File: config.mk
export PLATFORM = sky130hd
export DESIGN_NAME = act_lut_unit
export DESIGN_NICKNAME = d
export VERILOG_FILES = /design/src/rtl/act_lut_unit.sv
export SDC_FILE = /design/constraint.sdc
export NUM_CORES = 2
export LEC_CHECK = 0
export BUFFER_PORTS_ARGS = -buffer_cell sky130_fd_sc_hd__buf_2
export CORE_MARGIN = 3
export CORE_UTILIZATION = 40
export CTS_BUF_LIST = sky130_fd_sc_hd__clkbuf_4 sky130_fd_sc_hd__clkbuf_8
export DETAILED_ROUTE_END_ITERATION = 8
export PLACE_DENSITY = 0.62
export SYNTH_ARGS = -nofsm -noshare
export SYNTH_HDL_FRONTEND = slang
export SYNTH_SLANG_ARGS = --single-unit
File: constraint.sdc
create_clock -name clk -period 5.2 [get_ports clk]
set_clock_uncertainty 0.15 [all_clocks]
set_input_delay 0.52 -clock clk [delete_from_list [all_inputs] [get_ports clk]]
set_output_delay 0.52 -clock clk [all_outputs]
set_load 0.05 [all_outputs]
File: src/rtl/act_lut_unit.sv
module act_lut_unit #(
  parameter int SUM_W  = 24,
  parameter int FRAC_W = 8,
  parameter int ADDR_W = 8,
  parameter int DATA_W = 8
) (
  input  logic                       clk,
  input  logic                       rst_n,
  input  logic                       in_valid,
  input  logic signed [SUM_W-1:0]    in_sum,
  input  logic                       sym_mode,
  input  logic                       coef_neg,
  input  logic                       tbl_we,
  input  logic [ADDR_W-1:0]          tbl_addr,
  input  logic [DATA_W-1:0]          tbl_data,
  output logic                       out_valid,
  output logic signed [DATA_W:0]     out_value
);
  localparam int OUT_W = DATA_W + 1;
  localparam int DEPTH = 1 << ADDR_W;
  localparam logic [SUM_W-1:0] SAT_LIM =
    {{(SUM_W-ADDR_W-FRAC_W-1){1'b0}}, 1'b1, {(ADDR_W+FRAC_W){1'b0}}};
  localparam logic signed [OUT_W-1:0] FULL = {1'b0, {DATA_W{1'b1}}};

  logic                neg0;
  logic [SUM_W-1:0]    mag0;
  logic [ADDR_W-1:0]   addr0;

  assign neg0  = in_sum[SUM_W-1];
  assign mag0  = neg0 ? SUM_W'(-in_sum) : in_sum;
  assign addr0 = (mag0 >= SAT_LIM) ? {ADDR_W{1'b1}} : mag0[FRAC_W +: ADDR_W];

  logic              v1, neg1, mode1, coef1;
  logic [ADDR_W-1:0] addr1;

  always_ff @(posedge clk or negedge rst_n) begin
    if (!rst_n) begin
      v1 <= 1'b0; neg1 <= 1'b0; mode1 <= 1'b0; coef1 <= 1'b0; addr1 <= '0;
    end else begin
      v1 <= in_valid;
      if (in_valid) begin
        neg1 <= neg0; mode1 <= sym_mode; coef1 <= coef_neg; addr1 <= addr0;
      end
    end
  end

  logic [DATA_W-1:0] mem [DEPTH];

  always_ff @(posedge clk) begin
    if (tbl_we) mem[tbl_addr] <= tbl_data;
  end

  logic signed [OUT_W-1:0] tv, folded, res;

  assign tv     = $signed({1'b0, mem[addr1]});
  assign folded = !neg1 ? tv : (mode1 ? FULL - tv : -tv);
  assign res    = coef1 ? -folded : folded;

  always_ff @(posedge clk or negedge rst_n) begin
    if (!rst_n) begin
      out_valid <= 1'b0;
      out_value <= '0;
    end else begin
      out_valid <= v1;
      out_value <= v1 ? res : '0;
    end
  end
endmodule

## Yosys cells after proc, flatten, opt, wreduce, memory -nomap -nowiden

Memories as Yosys holds them, arrays and structs flattened.
Cells that the tools add are included.

| cells by class | value |
|---|---|
| muxes and demuxes | 8 |
| order comparisons | 1 |
| add/subtract/negate cells | 4 |

Operator list:

| cell | number |
|---|---|
| 9-bit 2-to-1 mux | 4 |
| 24-bit by 17-bit greater-or-equal comparator with 1-bit output, second input constant | 1 |
| 24-bit 2-to-1 mux | 1 |
| 24-bit negator | 1 |
| 8-bit negator with 9-bit output | 1 |
| 9-bit negator | 1 |
| 8-bit by 8-bit subtractor with 9-bit output, first input constant | 1 |
| 8-bit 2-to-1 mux | 1 |
| 1-bit 2-to-1 mux | 2 |

| word-level totals | value |
|---|---|
| logic and storage cells | 21 |
| output and inout port bits | 10 |
| memories kept | 1 |
| register bits after elaboration | 22 |
| memory bits (writable) | 2048 |

Memories:

| name | depth | bits a word | rd ports | clocked after Yosys merged registers in | wr ports | line | text |
|---|---|---|---|---|---|---|---|
| mem | 256 | 8 | 1 | 0 | 1 | 47 | `logic [DATA_W-1:0] mem [DEPTH];` |

## Longest topological paths before layout

An unclocked memory read counts as a cell.

| logic depth | value |
|---|---|
| word-level depth | 7 |
| mapped depth | 19 |
| depth with buffers taken out | 14 |

## Least setup slack after synthesis

No wires, ideal clock.

| timing path | value |
|---|---|
| path type | reg-to-reg |
| start point | register addr1[0] |
| end point | register out_value[7] |
| setup slack | 1.304 ns |
| stages on the path, launching flop included | 18 |
| clock period less this slack | 3.896 ns |
| setup time | 0.123 ns |
| buffers on the path | 3 |
| required time | 4.927 ns |
| arrival | 3.624 ns |
| path through | dfrtp_1 > buf_6 > buf_8 > buf_8 > mux4_2 > a221oi_1 > o21ai_0 > nor4_1 > nor2_1 > nand3_1 > ha_1 > nand2_1 > nand2_1 > xnor2_1 > o2111ai_1 > or3_1 > o31a_1 > mux2i_1 |

| between the ends | value |
|---|---|
| longest elaborated chain between the ends | 7 |
| elaborated cells between the ends (all ways) | 8 |
| classes of those cells | add/sub: 3; mux: 4; memory: 1 |

RTL lines:

| item | line | text |
|---|---|---|
| start: declaration | 34 | `logic [ADDR_W-1:0] addr1;` |
| start signal: assignment | 42 | `neg1 <= neg0; mode1 <= sym_mode; coef1 <= coef_neg; addr1 <= addr0;` |
| memory read 256 x 8 bit * | - |  |
| 8-bit negator with 9-bit output or 8-bit by 8-bit subtractor with 9-bit output (tied branches) | 56 | `assign folded = !neg1 ? tv : (mode1 ? FULL - tv : -tv);` |
| 9-bit 2-to-1 mux | 56 |  |
| 9-bit 2-to-1 mux * | 56 |  |
| 9-bit negator | 57 | `assign res = coef1 ? -folded : folded;` |
| 9-bit 2-to-1 mux * | 57 |  |
| 9-bit 2-to-1 mux * | 65 | `out_value <= v1 ? res : '0;` |
| end signal: assignment | 65 |  |
| end: declaration | 17 | `output logic signed [DATA_W:0] out_value` |

Mark *: on every way between the ends. The rest lies on a longest branch, timed or not.
A chain may end at the register's enable or synchronous reset.

## Final worst setup path

| timing path | value |
|---|---|
| start point | register addr1[1] |
| end point | register out_value[7] |

The elaborated chain is that of the path after synthesis.

==> metrics.txt <==
# TYPE chip_impl_metric gauge
chip_impl_info{name="outcome",value="completed"} 1
chip_impl_metric{name="first_global_vias",unit=""} 42770
chip_impl_metric{name="finalWorstPathRequiredPeriod",unit="ns"} 4.984
chip_impl_metric{name="synth.yosys.seq_area_share",unit="%"} 76.15
chip_impl_metric{name="1st_pass_router_iterations",unit=""} 7
chip_impl_metric{name="drt-vias-per-instance",unit=""} 5.876
chip_impl_metric{name="timing.final.crit_share",unit="%"} 95.84
chip_impl_metric{name="net_count_after_synthesis",unit=""} 3998
chip_impl_metric{name="die_w",unit="um"} 457.4
chip_impl_info{name="crit_type",value="reg -> reg"} 1
chip_impl_metric{name="synthesis_stage_register_bit_count",unit=""} 2070
chip_impl_metric{name="grt_remaining_overflow",unit=""} 0
chip_impl_metric{name="grt_first_pass_wirelength",unit="um"} 320300
chip_impl_info{name="critPathLaunchType",value="flop"} 1
chip_impl_metric{name="timing_max_transition_violations_final",unit=""} 0
chip_impl_metric{name="grt_start_max_net_pins",unit=""} 159
chip_impl_info{name="end_kind",value="flop"} 1
chip_impl_metric{name="wl_per_instance",unit="um"} 30.84
chip_impl_metric{name="power-per-cell-area",unit="nW/um^2"} 353.8
chip_impl_metric{name="leakagePower",unit="nW"} 29.88
chip_impl_metric{name="floorplan_die_area",unit="um^2"} 209200
chip_impl_info{name="hold_path_class",value="in -> reg"} 1
chip_impl_info{name="endpoint_of_the_most_critical_register_to_register_path",value="out_value[7]"} 1
chip_impl_metric{name="design.portCount",unit=""} 56
chip_impl_metric{name="global_route.usage.total",unit="%"} 21.27
chip_impl_metric{name="timing.setup.tns",unit="ns"} 0
chip_impl_metric{name="finalWeightedCongestion",unit=""} 0.9013
chip_impl_metric{name="fin_nets",unit=""} 4399
chip_impl_metric{name="clkLatencyLatePin",unit="ns"} 1.07
chip_impl_metric{name="pre_cts_slack",unit="ns"} 0.3208
chip_impl_info{name="rsz_0062_raised_after_global_routing",value="false"} 1
chip_impl_metric{name="crit_fanout",unit=""} 12
chip_impl_metric{name="setup.reg_to_reg.worst_slack",unit="ns"} 0.22
chip_impl_info{name="worstReg2RegStart",value="addr1[1]"} 1
chip_impl_metric{name="synthCells",unit=""} 3949
chip_impl_metric{name="core_region_area",unit="um^2"} 202300
chip_impl_metric{name="vias",unit=""} 42610
chip_impl_metric{name="ant_nets",unit=""} 0
chip_impl_metric{name="max_cap_violations",unit=""} 0
chip_impl_metric{name="critical_path_arrival",unit="ns"} 5.76
chip_impl_metric{name="syn_area_cell",unit="um^2"} 20.64
chip_impl_metric{name="areaGrowthSynthToFinish",unit="%"} 13.26
chip_impl_metric{name="setup_viol",unit=""} 0
chip_impl_info{name="final_cell_mix",value="edfxtp_1, mux4_2, clkbuf_8"} 1
chip_impl_metric{name="synth.yosys.warnings",unit=""} 0
chip_impl_metric{name="vdd.ir_drop.worst",unit="mV"} 0.3176
chip_impl_metric{name="whs_path_depth",unit=""} 1
chip_impl_metric{name="routed_wirelength",unit="um"} 223600
chip_impl_info{name="clk_root_buffer_cell",value="clkbuf_8"} 1
chip_impl_metric{name="max-slew-margin-rel",unit="%"} 17.10
chip_impl_metric{name="synth-edff-count",unit=""} 2048
chip_impl_info{name="ys_dominant_reg_cell",value="edfxtp_1"} 1
chip_impl_metric{name="synth_async_sr_flop_share",unit="%"} 1.063
chip_impl_metric{name="drive_above_1_share",unit="%"} 28.18
chip_impl_metric{name="synth.distinct_cells",unit=""} 84
chip_impl_metric{name="die_height",unit="um"} 457.4
chip_impl_metric{name="timing.final.ws_setup",unit="ns"} 0.2162
chip_impl_metric{name="number_of_i_o_port_buffers",unit=""} 55
chip_impl_metric{name="clock-sinks",unit=""} 2070
chip_impl_metric{name="drc",unit=""} 0
chip_impl_info{name="tritoncts",value="yes"} 1
chip_impl_metric{name="dp_hpwl",unit="um"} 140600
chip_impl_metric{name="hold_viol",unit=""} 0
chip_impl_metric{name="worst_setup_hold_path_clk_slew",unit="ns"} 0.06
chip_impl_metric{name="clock_path_buffers",unit=""} 4
chip_impl_metric{name="max_slew.worst_pin.slew",unit="ns"} 1.243
chip_impl_metric{name="instances_no_fill",unit=""} 7252
chip_impl_metric{name="final.hold.worst_slack",unit="ns"} 0.08214
chip_impl_metric{name="cp_required",unit="ns"} 5.97
chip_impl_metric{name="cts-buffers-inserted",unit=""} 339
chip_impl_metric{name="starting_drt_drc_count",unit=""} 5288
chip_impl_info{name="holdPathEnd",value="mem[209][4]"} 1
chip_impl_metric{name="floorplan.initialDensity",unit="%"} 40.28
chip_impl_metric{name="htree_num_levels",unit=""} 5
chip_impl_metric{name="grt_antenna_before_repair",unit=""} 15
chip_impl_metric{name="synthesis.area",unit="um^2"} 81490
chip_impl_metric{name="placed_cells_incl_taps",unit=""} 6653
chip_impl_metric{name="fp-row-count",unit=""} 165
chip_impl_metric{name="maxClockFrequency",unit="MHz"} 200.7
chip_impl_info{name="hp-start",value="tbl_data[4]"} 1
chip_impl_metric{name="worst_r2r_path_depth",unit=""} 16
chip_impl_info{name="most_common_library_cell_in_the_layout_ignoring_fill_and_taps",value="edfxtp_1"} 1
[flip-flops by register name, summed over array words and instances (netlist names)]
| signal | flops |
|---|---|
| addr1 | 8 |
| coef1 | 1 |
| mem | 2048 |
| mode1 | 1 |
| neg1 | 1 |
| out_valid | 1 |
| out_value | 9 |
| v1 | 1 |
[worst max-delay path by stage]
stage / depth (start not counted) / start / endpoint
6_report: 16 / addr1[1] / out_value[7]
5_1_grt: 16 / addr1[0] / out_value[6]
4_1_cts: 16 / addr1[1] / out_value[7]
3_5_place_dp: 16 / addr1[1] / out_value[7]
3_3_place_gp: 16 / addr1[1] / out_value[7]
2_1_floorplan: 17 / addr1[0] / out_value[7]
[report_power, final]
part / total, mW / internal [mW] / switching [mW]
combinational: 0.723 / 0.164 / 0.559
clock: 13.5 / 7.28 / 6.24
sequential: 18.4 / 18.4 / 0.0252
total: 32.7 / 25.8 / 6.83
[per-stage QoR]
step	power, mW	util [%]	cell area [um^2]
floorplan	18.99	-	81490
global route	33.65	45.61	92290
finish	32.66	45.62	92290
detailed placement	19.47	42.38	85750
CTS	32.83	45.61	92270
global placement	19.45	42.38	85750
[layer usage]
metal | track usage (%) | up-vias | wire (um)
li1 | - | 17280 | -
met1 | 29.76 | 22570 | 89600
met2 | 32.68 | 2321 | 104200
met3 | 5.078 | 439 | 21790
met4 | 7.631 | 0 | 7997
met5 | 0 | - | 0
[repair_timing]
action / in CTS / in global routing
endpoints found under the hold margin: 51 / 0
hold buffers: 28 / 0
setup buffers: 0 / 0
setup endpoints to repair: 0 / 3
gates resized for setup: 0 / 1
[layout make-up]
class | count | area (um^2)
Fill cell | 17010 | 110000
Sequential cell | 2070 | 62070
Multi-Input combinational cell | 1626 | 17900
Clock buffer | 453 | 5609
Tap cell | 2672 | 3343
Timing Repair Buffer | 300 | 2681
Clock inverter | 109 | 623.1
Inverter | 13 | 48.80
Antenna cell | 9 | 22.52
[kinds of logic (layout without fill, tap and decap cells)]
kind of cell | count (synthesis) | count (layout) | share of synthesized area (%)
other | 0 | 9 | 0
adders and majority gates | 3 | 3 | 0.04607
DFF | 2070 | 2070 | 76.15
and+or+nand+nor | 638 | 638 | 3.584
xor gates and xnor gates | 22 | 22 | 0.2457
muxes | 608 | 608 | 14.98
AOI/OAI and AO/OA | 355 | 355 | 3.071
buffers and inverters | 253 | 875 | 1.932
[critical path, stage by stage, from the launching register on]
cell and delay [ns]:
dfrtp_4 0.59, buf_4 0.24, nor2b_2 0.74, buf_4 0.31, a22oi_1 0.08, a21oi_1 0.27, a211oi_1 0.14, nor2_1 0.44
nand3_1 0.18, ha_1 0.23, nand2_1 0.09, nand2_1 0.07, xnor2_1 0.18, o2111ai_1 0.21, or3_1 0.42, o31a_1 0.32
mux2i_1 0.12
[synthesized netlist by cell type, types with 12 or more instances]
cell type,number,area (um^2)
nand4_1,22,137.6
nand2_1,98,367.9
dfrtp_1,22,550.5
nor2b_1,37,231.5
a31oi_1,12,75.07
buf_4,37,277.8
a221oi_1,23,201.4
mux2_2,28,315.3
buf_1,12,45.04
a22oi_1,83,623.1
nor3_1,25,125.1
o21ai_0,30,150.1
a21oi_1,59,295.3
nand2b_1,17,106.4
mux4_1,14,367.9
nand3_1,54,270.3
mux4_2,468,10540
a211oi_1,30,225.2
nor2_1,320,1201
mux2i_1,98,980.9
o22ai_1,45,281.5
edfxtp_1,2048,61500
buf_2,60,300.3
clkbuf_1,82,307.8
buf_6,37,416.7
(Power assumes the default switching activity.)
